## src/rtl/page_seq_pkg.sv

```systemverilog
package page_seq_pkg;
  localparam int unsigned REG_IDX_W = 4;
  localparam logic [3:0] OP_GROUP = 4'h0;
  localparam logic [3:0] OP_CONST = 4'h1;
  localparam logic [REG_IDX_W-1:0] ACC_IDX = 4'd0;
  localparam logic [REG_IDX_W-1:0] RSP_IDX = 4'd15;

  typedef enum logic [3:0] {
    CD_ALWAYS = 4'h0, CD_GT = 4'h1, CD_LT = 4'h2, CD_GE = 4'h3,
    CD_LE = 4'h4, CD_NE = 4'h5, CD_EQ = 4'h6, CD_JUMP = 4'h7,
    CD_CALL = 4'h8, CD_RET = 4'h9, CD_ADDI = 4'hA, CD_SUBI = 4'hB,
    CD_PUT = 4'hC, CD_GET = 4'hD, CD_JACC = 4'hE, CD_IDLE = 4'hF
  } grpCode_e;

  typedef enum logic [1:0] {PC_PAGE, PC_MEM, PC_ZPAGE, PC_ACC} pcSrc_e;
  typedef enum logic [1:0] {AD_PC, AD_SP_DEC, AD_SP} adrSrc_e;
  typedef enum logic [2:0] {RW_MEM, RW_SP_DEC, RW_SP_INC, RW_ADD_IMM, RW_SUB_IMM, RW_PORT} regSrc_e;
  typedef enum logic [1:0] {ST_FETCH, ST_EXEC, ST_INDIR} seqState_e;

  typedef struct packed {
    logic irLoad;
    logic pcInc;
    logic pcLoad;
    pcSrc_e pcSrc;
    adrSrc_e adrSrc;
    logic memWe;
    logic regWe;
    logic [REG_IDX_W-1:0] regSel;
    regSrc_e regSrc;
    logic outStb;
    logic exValid;
  } seqCtl_t;
endpackage

```

## src/rtl/page_seq_ctrl.sv

```systemverilog
module page_seq_ctrl
  import page_seq_pkg::*;
#(
  parameter int unsigned DATA_W = 16
) (
  input  logic              clk,
  input  logic              rstN,
  input  logic [7:0]        irHi,
  input  logic [DATA_W-1:0] accIn,
  output seqCtl_t           ctl
);
  seqState_e state, stateNext;
  logic [3:0] opcode;
  grpCode_e code;
  logic accNeg, accZero, taken;

  assign opcode  = irHi[7:4];
  assign code    = grpCode_e'(irHi[3:0]);
  assign accNeg  = accIn[DATA_W-1];
  assign accZero = (accIn == '0);

  always_comb begin
    unique case (code)
      CD_ALWAYS: taken = 1'b1;
      CD_GT:     taken = !accNeg && !accZero;
      CD_LT:     taken = accNeg;
      CD_GE:     taken = !accNeg;
      CD_LE:     taken = accNeg || accZero;
      CD_NE:     taken = !accZero;
      CD_EQ:     taken = accZero;
      default:   taken = 1'b0;
    endcase
  end

  always_ff @(posedge clk or negedge rstN) begin
    if (!rstN) state <= ST_FETCH;
    else       state <= stateNext;
  end

  always_comb begin
    ctl = '0;
    ctl.pcSrc  = PC_PAGE;
    ctl.adrSrc = AD_PC;
    ctl.regSrc = RW_MEM;
    stateNext  = ST_FETCH;
    unique case (state)
      ST_FETCH: begin
        ctl.irLoad = 1'b1;
        ctl.pcInc  = 1'b1;
        stateNext  = ST_EXEC;
      end
      ST_EXEC: begin
        if (opcode == OP_GROUP) begin
          unique case (code)
            CD_ALWAYS, CD_GT, CD_LT, CD_GE, CD_LE, CD_NE, CD_EQ: begin
              ctl.pcLoad = taken;
              ctl.pcSrc  = PC_PAGE;
            end
            CD_JUMP: begin
              ctl.pcLoad = 1'b1;
              ctl.pcSrc  = PC_MEM;
            end
            CD_CALL: begin
              ctl.adrSrc = AD_SP_DEC;
              ctl.memWe  = 1'b1;
              ctl.regWe  = 1'b1;
              ctl.regSel = RSP_IDX;
              ctl.regSrc = RW_SP_DEC;
              ctl.pcLoad = 1'b1;
              ctl.pcSrc  = PC_ZPAGE;
            end
            CD_RET: begin
              ctl.adrSrc = AD_SP;
              ctl.pcLoad = 1'b1;
              ctl.pcSrc  = PC_MEM;
              ctl.regWe  = 1'b1;
              ctl.regSel = RSP_IDX;
              ctl.regSrc = RW_SP_INC;
            end
            CD_ADDI, CD_SUBI: begin
              ctl.regWe  = 1'b1;
              ctl.regSel = ACC_IDX;
              ctl.regSrc = (code == CD_ADDI) ? RW_ADD_IMM : RW_SUB_IMM;
            end
            CD_PUT: ctl.outStb = 1'b1;
            CD_GET: begin
              ctl.regWe  = 1'b1;
              ctl.regSel = ACC_IDX;
              ctl.regSrc = RW_PORT;
            end
            CD_JACC: begin
              ctl.pcLoad = 1'b1;
              ctl.pcSrc  = PC_ACC;
              stateNext  = ST_INDIR;
            end
            default: ;
          endcase
        end else if (opcode == OP_CONST) begin
          ctl.regWe  = 1'b1;
          ctl.regSel = irHi[3:0];
          ctl.regSrc = RW_MEM;
          ctl.pcInc  = 1'b1;
        end else begin
          ctl.exValid = 1'b1;
        end
      end
      ST_INDIR: begin
        ctl.regWe  = 1'b1;
        ctl.regSel = ACC_IDX;
        ctl.regSrc = RW_MEM;
      end
      default: ;
    endcase
  end
endmodule

```

## src/rtl/page_seq_dpath.sv

```systemverilog
module page_seq_dpath
  import page_seq_pkg::*;
#(
  parameter int unsigned DATA_W   = 16,
  parameter int unsigned PAGE_W   = 8,
  parameter logic [DATA_W-1:0] RESET_PC = '0
) (
  input  logic              clk,
  input  logic              rstN,
  input  seqCtl_t           ctl,
  input  logic [DATA_W-1:0] memRdData,
  input  logic [DATA_W-1:0] accIn,
  input  logic [DATA_W-1:0] spIn,
  input  logic [DATA_W-1:0] inData,
  output logic [DATA_W-1:0] memAddr,
  output logic [DATA_W-1:0] memWrData,
  output logic [DATA_W-1:0] regWrData,
  output logic [DATA_W-1:0] ir,
  output logic [DATA_W-1:0] pc
);
  localparam int unsigned HI_W = DATA_W - PAGE_W;

  logic [DATA_W-1:0] pcTarget, imm, spDec, spInc;
  logic unusedCtl;

  assign unusedCtl = ^{ctl.memWe, ctl.regWe, ctl.regSel, ctl.outStb, ctl.exValid};
  assign imm   = {{HI_W{1'b0}}, ir[PAGE_W-1:0]};
  assign spDec = spIn - DATA_W'(1);
  assign spInc = spIn + DATA_W'(1);
  assign memWrData = pc;

  always_comb begin
    unique case (ctl.pcSrc)
      PC_PAGE:  pcTarget = {pc[DATA_W-1:PAGE_W], ir[PAGE_W-1:0]};
      PC_MEM:   pcTarget = memRdData;
      PC_ZPAGE: pcTarget = imm;
      default:  pcTarget = accIn;
    endcase
  end

  always_comb begin
    unique case (ctl.adrSrc)
      AD_SP_DEC: memAddr = spDec;
      AD_SP:     memAddr = spIn;
      default:   memAddr = pc;
    endcase
  end

  always_comb begin
    unique case (ctl.regSrc)
      RW_SP_DEC:  regWrData = spDec;
      RW_SP_INC:  regWrData = spInc;
      RW_ADD_IMM: regWrData = accIn + imm;
      RW_SUB_IMM: regWrData = accIn - imm;
      RW_PORT:    regWrData = inData;
      default:    regWrData = memRdData;
    endcase
  end

  always_ff @(posedge clk or negedge rstN) begin
    if (!rstN) begin
      pc <= RESET_PC;
      ir <= '0;
    end else begin
      if (ctl.irLoad) ir <= memRdData;
      if (ctl.pcLoad)     pc <= pcTarget;
      else if (ctl.pcInc) pc <= pc + DATA_W'(1);
    end
  end
endmodule

```

## src/rtl/page_seq.sv

```systemverilog
module page_seq
  import page_seq_pkg::*;
#(
  parameter int unsigned DATA_W = 16,
  parameter int unsigned PAGE_W = 8
) (
  input  logic              clk,
  input  logic              rstN,
  output logic [DATA_W-1:0] memAddr,
  input  logic [DATA_W-1:0] memRdData,
  output logic [DATA_W-1:0] memWrData,
  output logic              memWe,
  input  logic [DATA_W-1:0] accIn,
  input  logic [DATA_W-1:0] spIn,
  output logic              regWe,
  output logic [3:0]        regSel,
  output logic [DATA_W-1:0] regWrData,
  output logic              exValid,
  output logic [DATA_W-1:0] exInstr,
  output logic              outStb,
  output logic [7:0]        outPort,
  output logic [7:0]        outData,
  input  logic [DATA_W-1:0] inData,
  output logic [DATA_W-1:0] pcOut
);
  seqCtl_t ctl;
  logic [DATA_W-1:0] ir;

  page_seq_ctrl #(.DATA_W(DATA_W)) i_ctrl (
    .clk(clk), .rstN(rstN), .irHi(ir[DATA_W-1 -: 8]), .accIn(accIn), .ctl(ctl)
  );

  page_seq_dpath #(.DATA_W(DATA_W), .PAGE_W(PAGE_W)) i_dpath (
    .clk(clk), .rstN(rstN), .ctl(ctl), .memRdData(memRdData), .accIn(accIn),
    .spIn(spIn), .inData(inData), .memAddr(memAddr), .memWrData(memWrData),
    .regWrData(regWrData), .ir(ir), .pc(pcOut)
  );

  assign memWe   = ctl.memWe;
  assign regWe   = ctl.regWe;
  assign regSel  = ctl.regSel;
  assign exValid = ctl.exValid;
  assign exInstr = ir;
  assign outStb  = ctl.outStb;
  assign outPort = ir[7:0];
  assign outData = accIn[7:0];
endmodule

```

## config.mk

```make
export PLATFORM = sky130hd
export DESIGN_NAME = page_seq
export DESIGN_NICKNAME = d
export VERILOG_FILES = /design/src/rtl/page_seq_pkg.sv /design/src/rtl/page_seq_ctrl.sv /design/src/rtl/page_seq_dpath.sv /design/src/rtl/page_seq.sv
export SDC_FILE = /design/constraint.sdc
export NUM_CORES = 1
export LEC_CHECK = 0
export ABC_CLOCK_PERIOD_IN_PS = 10100
export BUFFER_PORTS_ARGS = -buffer_cell sky130_fd_sc_hd__buf_2
export CAP_MARGIN = 10
export CORE_AREA = 4 4 126 140
export CTS_CLUSTER_DIAMETER = 100
export DETAILED_ROUTE_END_ITERATION = 10
export DIE_AREA = 0 0 130 144
export SYNTH_ARGS = -nofsm -noshare
export SYNTH_HDL_FRONTEND = slang
export SYNTH_SLANG_ARGS = --single-unit
```

## constraint.sdc

```tcl
create_clock -name clk -period 10.1 [get_ports clk]
set_input_delay 0.505 -clock clk [delete_from_list [all_inputs] [get_ports clk]]
set_output_delay 0.505 -clock clk [all_outputs]
set_load 0.02 [all_outputs]
```

==> flow_summary.toml, run 1 <==
[outcome]
run_status = "finished, final reports clean"

[synthesis]
ys.flop_type = "dfrtp_1"
yosysTopAreaCell = "dfrtp_1"
synth_seq_area_share_pct = 18.3
yosysWarningCount = 0
yosysUniqueCellTypes = 63
synthCells = 632
synth_area_leaders = "dfrtp_1 18%, ha_1 6.7%, nand2_1 5.7%"
syn_nets = 724
synth-async-reset-ratio_pct = 100
synth-seq-cells = 34
avgSynthCellArea_um2 = 7.38
synthesis.area_mm2 = 0.00466
synth_edf_count = 0
synth.top_cell.area_share_pct = 18.3

[place]
place_inst = 938
hpwl_um = 16100
gp_congestion = 0.976
place_ws_ns = 5.27
port-buffer-count = 169

[timing]
report.final.slew_viol_count = 0
period_minus_slack_ns = 5.21
fmax_mhz = 192
clock_skew_ns = 0.00796
slew_headroom_pct = 31.8
setup_ws_ns = 4.89
finalSetupTns_ns = 0
hold_violations = 0
rsz0062_at_grt = "false"
setup_violations = 0
period_share_pct = 51.6
worst_slew_pin_slew_ns = 1.02

[critical_path]
rr_worst_depth = 9
crit_required_ns = 9.60
path_max_fanout = 14
end_kind = "output port"
reg2reg_to = "i_dpath.memWrData[11]"
critPathCapture = "regWrData[15]"
worstSetupPathType = "reg -> out"
r2r_start = "i_ctrl.state[1]"
startpoint_type = "register"
worst_ep_arrival_time_ns = 4.71
r2r_slack_ns = 6.77
cp-startpoint = "i_ctrl.state[1]"

[power]
vdd_ir_drop_max_mv = 0.0856
power_density_mw_per_mm2 = 155
p_leak_uw = 0.00260

[drt]
firstDrtPassIters = 5
dr_total_vias = 5386
drt_first_iter_violations = 654
routed_wl_um = 20100
postRouteAntennaNets = 0
vias_per_cell = 5.69
routedWlPerCell_um = 21.2
drc = 0

[die]
rows = 49
die_w_um = 130
die_h_um = 144
start_util_pct = 28.8
io_pins = 170
die_area_mm2 = 0.0187
coreArea_mm2 = 0.0162

[clock_tree]
cts_setup_buffers = 0
insertion_delay_ns = 0.28
cts_sinks = 34
path_clk_slew_ns = 0.06
cts_resized = 0
cts_tree = "built"
holdBufCountCts = 0
cts_root_buf = "clkbuf_16"
clk_path_buf_depth = 2
cts_inserted_buffers = 5
htree_levels = 2

[layout]
num_antenna_cells = 0
layout.nets = 833
fin_cells = 946
mostFrequentLayoutCells = "169 x buf_2, 71 x nand2_1, 47 x nor2_1"
final_common_cell = "buf_2"
area_growth_syn_to_layout_pct = 19.2
layout-drive-gt1-share_pct = 27.0

[global_route]
antenna_found_initial = 0
overflow = 0
grt_pass1_wl_um = 29300
grt_max_degree = 35
grt_pass1_vias = 5067
grtUsageTotal_pct = 20.4

[job]
cap_viol_max_count = 0

[hold_path]
hp-class = "in -> async"
[routing by layer]
| layer | global-route usage [%] | vias to the layer above | share of wire, % |
|---|---|---|---|
| li1 | - | 2520 | - |
| met1 | 28.0 | 2514 | 42 |
| met2 | 33.0 | 301 | 46 |
| met3 | 1.99 | 51 | 8.0 |
| met4 | 7.93 | 0 | 4.0 |
| met5 | 0 | - | 0 |
[cell usage after synthesis (7+ instances only)]
cell type / n
and3_1: 8
nand2_1: 71
xor2_1: 20
a222oi_1: 14
buf_4: 33
a21oi_1: 42
a22oi_1: 29
clkbuf_1: 30
o21ai_0: 45
nand4_1: 11
nor2_1: 47
nand3_1: 17
nor3_1: 13
ha_1: 25
nor4_1: 12
mux2_2: 9
xnor2_1: 28
o211ai_1: 9
nor2b_1: 7
inv_1: 27
dfrtp_1: 34
[through the flow]
| stage | hold slack [ns] | instance area [um^2] | utilization, % | total power [uW] |
|---|---|---|---|---|
| detailed placement | 0.609 | 5390 | 33.3 | 685 |
| CTS | 0.343 | 5560 | 34.3 | 863 |
| finish | 0.310 | 5560 | 34.3 | 860 |
| global route | 0.377 | 5560 | 34.3 | 914 |
| floorplan | 0.209 | 4660 | - | 539 |
| global placement | 0.597 | 5390 | 33.3 | 683 |
[cell families (layout without fill, tap and decap cells)]
group / count (synthesis) / after routing / synth area share (%)
xor+xnor: 48 / 48 / 9.02
flops: 34 / 34 / 18.3
fa+ha+maj: 26 / 26 / 7.14
mux: 14 / 14 / 3.25
buf+inv: 98 / 208 / 10.7
simple gates: 220 / 220 / 23.7
compound gates: 192 / 192 / 27.9
[worst max-delay path: stages (launching register included)]
cell	delay (ns)
dfrtp_1	0.38
inv_1	0.08
ha_1	0.17
nor4b_4	0.42
nand2_1	0.24
nor4_1	0.34
nand2_1	0.35
a21oi_1	0.36
ha_1	0.28
nor2b_1	0.14
o31ai_1	0.34
a21oi_1	0.16
a211o_1	0.36
a311oi_1	0.33
xnor2_1	0.11
o21ai_0	0.16
buf_2	0.20
[cell type report]
| type | instances | area [um^2] |
|---|---|---|
| multi-input combinational | 500 | 3310 |
| inverter | 27 | 101 |
| sequential | 34 | 851 |
| fill | 1767 | 10600 |
| tap | 204 | 255 |
| clock inverter | 3 | 40.0 |
| timing repair buffer | 173 | 876 |
| clock buffer | 5 | 125 |
[registers in the layout, summed over array words and instances, names as in the netlist]
name               count
i_ctrl.state           2
i_dpath.ir            16
i_dpath.memWrData     16
[worst min-delay path by stage]
| stage | startpoint | endpoint | slack, ns | cells after the start |
|---|---|---|---|---|
| 2_1_floorplan | rstN | i_ctrl.state[0] | 0.21 | 0 |
| 3_3_place_gp | i_dpath.ir[13] | i_dpath.ir[13] | 0.60 | 1 |
| 3_5_place_dp | i_dpath.ir[13] | i_dpath.ir[13] | 0.61 | 1 |
| 4_1_cts | rstN | i_dpath.ir[11] | 0.34 | 1 |
| 5_1_grt | rstN | i_dpath.memWrData[9] | 0.38 | 1 |
| 6_report | rstN | i_dpath.memWrData[9] | 0.31 | 1 |
[power by group]
group	internal [uW]	switching [uW]	total (uW)
Clock	115	59.9	175
Combinational	160	283	443
Sequential	164	77.6	242
No activity file was read; power rests on OpenSTA's default activity.
==> run 2: changes to the inputs <==
Settings changed: ABC_AREA set to 1, ABC_CLOCK_PERIOD_IN_PS 10100 to 5150, CORE_AREA 4 4 126 140 to 4 4 135 150, DIE_AREA 0 0 130 144 to 0 0 139 154.
Clock period 10.1 ns to 5.15 ns, I/O delays scaled along.
==> run 2 against run 1 <==
Highest routed layer unchanged. Area after synthesis rose by 14%. Utilization down 0.96 points. Clock-buffer cell count increased by 2. Die area rose by 14%. Total power rose by 110%. Worst hold slack worse by 0.23 ns. Sequential cell count unchanged. Largest power group unchanged.
==> flow_summary.toml, run 2 <==
[outcome]
run_status = "finished, final reports clean"

[critical_path]
end_kind = "output port"
worst_ep_arrival_time_ns = 3.86
path_delay_family = "simple AND/OR/NAND/NOR gates"
worst_path_most_repeated_cell = "nand2_1"
critPathSlowestCell = "dfrtp_1"
path_max_fanout = 11
worstSetupPathType = "reg -> out"
crit_buf_inv = 6
path_cells = "inv_1 -> ha_1 -> inv_2 -> nor2_4 -> nand2_4 -> inv_6 -> nor2_4 -> nor2_1 -> xor2_1 -> inv_1 -> ha_1 -> nand3_1 -> nand3_1 -> nand2_1 -> nand2_1 -> nand2_1 -> nand2_1 -> xor2_1 -> inv_1 -> a22oi_1 -> nand2_1 -> buf_2"
cpPeakStageDelay_ns = 0.38
crit_required_ns = 4.89
startpoint_type = "register"

[drt]
vias_per_cell = 5.07
drc = 0
postRouteAntennaNets = 0
firstDrtPassIters = 7
dr_total_vias = 6373
routedWlPerCell_um = 17.6
routed_wl_um = 22100
drt_first_iter_violations = 520

[synthesis]
synth_common_cells = "248 x nand2_1, 106 x inv_1, 79 x nor2_1"
synthesis.area_mm2 = 0.00533
yosysUniqueCellTypes = 53
synth_most_common_cell = "nand2_1"
synth-seq-cells = 34
syn_nets = 975
synth_seq_area_share_pct = 16.0
avgSynthCellArea_um2 = 6.04
synth_area_leaders = "nand2_1 17%, dfrtp_1 16%, inv_1 7.5%"
yosysTopAreaCell = "nand2_1"
synth.top_cell.area_share_pct = 17.5
synth-async-reset-ratio_pct = 100
yosysWarningCount = 0
synth_edf_count = 0
ys.flop_type = "dfrtp_1"
synthCells = 883

[clock_tree]
holdBufCountCts = 0
cts_root_buf = "clkbuf_16"
cts_resized = 0
cts_sinks = 34
cts_inserted_buffers = 5
cts_tree = "built"
htree_levels = 2
insertion_delay_ns = 0.29
cts_setup_buffers = 0
clk_path_buf_depth = 2
path_clk_slew_ns = 0.06

[power]
p_int_uw = 864
vdd_ir_drop_max_mv = 0.123
p_seq_share_pct = 24.0
p_leak_uw = 0.00340
combPwrFrac_pct = 59.1
pwr-share-clk_pct = 16.9
netSwitchingFraction_pct = 52.5
p_switching_uw = 954
finalPower_uw = 1820
power_density_mw_per_mm2 = 289

[timing]
rsz0062_at_grt = "false"
period_share_pct = 80.0
finalSetupTns_ns = 0
fmax_mhz = 243
worst_slew_pin_slew_ns = 0.949
setup_violations = 0
hold_violations = 0
slew_headroom_pct = 36.7
report.final.slew_viol_count = 0
period_minus_slack_ns = 4.12
clock_skew_ns = 0.00755

[place]
gp_congestion = 0.975
hpwl_um = 18400
port-buffer-count = 169

[layout]
layout-drive-gt1-share_pct = 21.6
num_antenna_cells = 0
area_growth_syn_to_layout_pct = 17.9
mostFrequentLayoutCells = "248 x nand2_1, 169 x buf_2, 106 x inv_1"
final_common_cell = "nand2_1"
layout.nets = 1100

[die]
io_pins = 170
coreArea_mm2 = 0.0188
rows = 53
start_util_pct = 28.3
die_w_um = 139
die_area_mm2 = 0.0214
die_h_um = 154

[global_route]
grt_pass1_wl_um = 33400
grt_pass1_vias = 5968
grt_max_degree = 35
overflow = 0
antenna_found_initial = 0
grtUsageTotal_pct = 19.8

[hold_path]
hp-class = "in -> async"

[job]
cap_viol_max_count = 0
run 2: changes by cell type in the layout (fill, tap and decap cells not counted), sizes merged, moves of 7 or more:
cell,change
a222oi,-14
and3,-8
nand3,+58
xor2,+20
mux2,-9
nand4,+10
xnor2,-23
nor2,+39
nor4,-10
o211ai,-7
nand2,+186
inv,+91
run 2: final timing paths:
path | slack (ns) | end | cells past startpoint | from
worst max-delay path | 1.03 | regWrData[12] | 22 | i_ctrl.state[1]
worst min-delay path | 0.08 | i_dpath.memWrData[15] | 1 | rstN
worst max register to register | 2.54 | i_dpath.memWrData[10] | 8 | i_ctrl.state[0]
worst min register to register | 0.55 | i_dpath.memWrData[15] | 2 | i_dpath.memWrData[15]
max in group asynchronous | 4.52 | i_dpath.ir[6] | 1 | rstN
min in group clk | 0.21 | i_dpath.ir[0] | 3 | memRdData[0]
run 2: logic make-up (layout without fill, tap and decap cells):
group | count (synthesis) | in the layout | synth area share (%)
compound gates | 138 | 138 | 15.5
buf+inv | 170 | 296 | 15.1
fa+ha+maj | 26 | 26 | 6.24
simple gates | 470 | 470 | 39.8
flops | 34 | 34 | 16.0
xor+xnor | 45 | 45 | 7.39
run 2: metrics by stage:
step	utilization, %	std cells	hold slack, ns	worst slack, ns	cell area, um^2
2_1_floorplan	-	883	-0.0381	1.93	5330
3_3_place_gp	32.6	1248	0.415	1.45	6140
3_5_place_dp	32.6	1248	0.415	1.38	6140
4_1_cts	33.4	1256	0.109	1.07	6290
5_1_grt	33.4	1256	0.151	0.713	6290
6_report	33.4	1256	0.0811	1.03	6290
run 2: area by class of cell:
class,instances,area (um^2)
multi-input combinational,679,3680
clock buffer,7,143
clock inverter,1,5.00
sequential,34,851
fill,2168,12500
timing repair buffer,169,846
inverter,119,459
tap,247,309
run 2: power by group through the flow:
stage / Combinational (uW) / Clock (uW) / Sequential (uW)
4_1_cts: 1070 / 316 / 439
5_1_grt: 1180 / 326 / 451
3_3_place_gp: 1070 / 0 / 441
2_1_floorplan: 710 / 0 / 481
3_5_place_dp: 1070 / 0 / 444
6_report: 1070 / 308 / 436
run 2: metal layers:
metal | vias up | track usage, % | part of all wire, % | wire, um
met5 | - | 0 | 0 | 0
met2 | 281 | 33.0 | 47 | 10300
met4 | 0 | 3.40 | 1.3 | 286
met1 | 2966 | 27.2 | 44 | 9750
li1 | 3107 | - | - | -
met3 | 19 | 3.51 | 7.9 | 1740
==> run 3: changes to the inputs <==
Settings changed: ABC_AREA 1 to 0, ABC_CLOCK_PERIOD_IN_PS 5150 to 3550, CORE_AREA 4 4 135 150 to 4 4 126 140, DIE_AREA 0 0 139 154 to 0 0 130 144.
Clock period 5.15 ns to 3.55 ns, I/O delays scaled along.
==> run 3 against run 2 <==
The flow now finishes with violations (negative setup slack). Global-route usage increased by 1.3 points. Clock power increased by 44%. Total power increased by 42%. Die area decreased by 13%. Non-clock buffer count increased by 51. Worst hold slack got worse by 0.081 ns. Wire length decreased by 5.8%. Largest cell class unchanged.
==> flow_summary.toml, run 3 (synthesized netlist as in run 1, its figures left out) <==
[outcome]
run_status = "finished, violations left"
violations = "negative setup slack"

[global_route]
grt_pass1_vias = 5151
grt_max_degree = 35
antenna_found_initial = 0
overflow = 0
grt_pass1_wl_um = 30500
grtUsageTotal_pct = 21.1

[critical_path]
worst_ep_arrival_time_ns = 3.58
worstSetupPathType = "reg -> out"
startpoint_type = "register"
path_max_fanout = 7
r2r_slack_ns = 0.81
end_kind = "output port"
crit_required_ns = 3.37

[clock_tree]
cts_inserted_buffers = 5
holdBufCountCts = 0
cts_sinks = 34
htree_levels = 2
insertion_delay_ns = 0.28
path_clk_slew_ns = 0.06
cts_tree = "built"
clk_path_buf_depth = 2
cts_root_buf = "clkbuf_16"

[power]
combPwrFrac_pct = 57.7
p_seq_share_pct = 25.2
netSwitchingFraction_pct = 48.3
pwr-share-clk_pct = 17.2
vdd_ir_drop_max_mv = 0.202
power_density_mw_per_mm2 = 419
p_switching_uw = 1250
p_int_uw = 1330
p_leak_uw = 0.00287

[layout]
mostFrequentLayoutCells = "159 x buf_2, 67 x nand2_1, 53 x buf_4"
num_antenna_cells = 0
fin_area_mm2 = 0.00617
layout.nets = 880
layout-drive-gt1-share_pct = 36.0
fin_cells = 993
final_common_cell = "buf_2"
area_growth_syn_to_layout_pct = 32.3

[drt]
routedWlPerCell_um = 20.9
vias_per_cell = 5.58
postRouteAntennaNets = 0
firstDrtPassIters = 6
drt_first_iter_violations = 737
drc = 0
routed_wl_um = 20800
dr_total_vias = 5536

[die]
die_w_um = 130
die_h_um = 144
coreArea_mm2 = 0.0162
rows = 49
io_pins = 170
die_area_mm2 = 0.0187
start_util_pct = 28.8

[timing]
finalSetupTns_ns = -0.853
setup_ws_ns = -0.204
slew_headroom_pct = 35.4
report.final.slew_viol_count = 0
worst_slew_pin_slew_ns = 0.965
rsz0062_at_grt = "true"
setup_violations = 8
period_share_pct = 106
period_minus_slack_ns = 3.75
fmax_mhz = 266
hold_violations = 0
holdWs_ns = 0.000422
clock_skew_ns = 0.00510

[place]
port-buffer-count = 169
hpwl_um = 16700
gp_congestion = 0.945
dpl-instance-area_mm2 = 0.00576
place_inst = 976

[hold_path]
hp-class = "in -> async"

[job]
cap_viol_max_count = 0
-- run 3: metal layers --
layer / track usage [%] / routed length (um) / vias up / share of wire [%]
met3: 2.51 / 1530 / 47 / 7.3
li1: - / - / 2603 / -
met1: 28.5 / 8630 / 2611 / 41
met5: 0 / 0 / - / 0
met2: 35.3 / 9890 / 275 / 48
met4: 6.51 / 753 / 0 / 3.6
-- run 3: worst paths after layout --
| check | start | endpoint | cells after the start |
|---|---|---|---|
| max in group asynchronous | rstN | i_dpath.ir[14] | 1 |
| worst max register to register | i_ctrl.state[1] | i_dpath.memWrData[11] | 10 |
| min in group clk | memRdData[0] | i_dpath.ir[0] | 3 |
| worst min-delay path | rstN | i_dpath.memWrData[12] | 1 |
| worst max-delay path | i_ctrl.state[1] | regWrData[13] | 18 |
| worst min register to register | i_dpath.ir[14] | i_dpath.ir[14] | 1 |
-- run 3: cell type report --
cell class                 count  area [um^2]
inverter                      27          101
fill                        1768        10000
clock inverter                 1         5.00
clock buffer                   7          143
timing repair buffer         220         1290
sequential                    34          852
multi-input combinational    500         3520
tap                          204          255
-- run 3: timing repair --
action,in CTS,in global routing
endpoints found under the setup margin,11,14
gates resized for setup,30,22
pin swaps,18,25
buffers inserted,5,5
-- run 3: worst max-delay path, cell delays in order (launching register included) --
cell	delay, ns
dfrtp_1	0.39
inv_2	0.08
ha_4	0.12
nor4b_4	0.24
nand2_2	0.11
nor4_4	0.18
nand2_1	0.10
buf_6	0.16
nor2_4	0.10
a21oi_4	0.04
ha_1	0.26
nor2b_4	0.13
o31ai_4	0.21
a21oi_2	0.10
a211o_1	0.35
a31oi_2	0.22
xor2_1	0.19
o211ai_1	0.11
buf_4	0.18
-- run 3: power groups by stage --
stage               logic (uW)  registers [uW]  clock network (uW)
floorplan                  878             681                   0
global placement          1390             660                   0
detailed placement        1390             661                   0
CTS                       1440             657                 449
global route              1600             672                 464
finish                    1490             650                 444
-- run 3: per-stage QoR --
stage	setup slack (ns)	total power [uW]	utilization (%)
after floorplan	-0.0527	1560	-
after global placement	-0.0236	2050	35.6
after detailed placement	-0.0687	2050	35.6
after CTS	-0.242	2550	37.4
after global routing	-0.352	2730	38.1
final	-0.204	2580	38.1
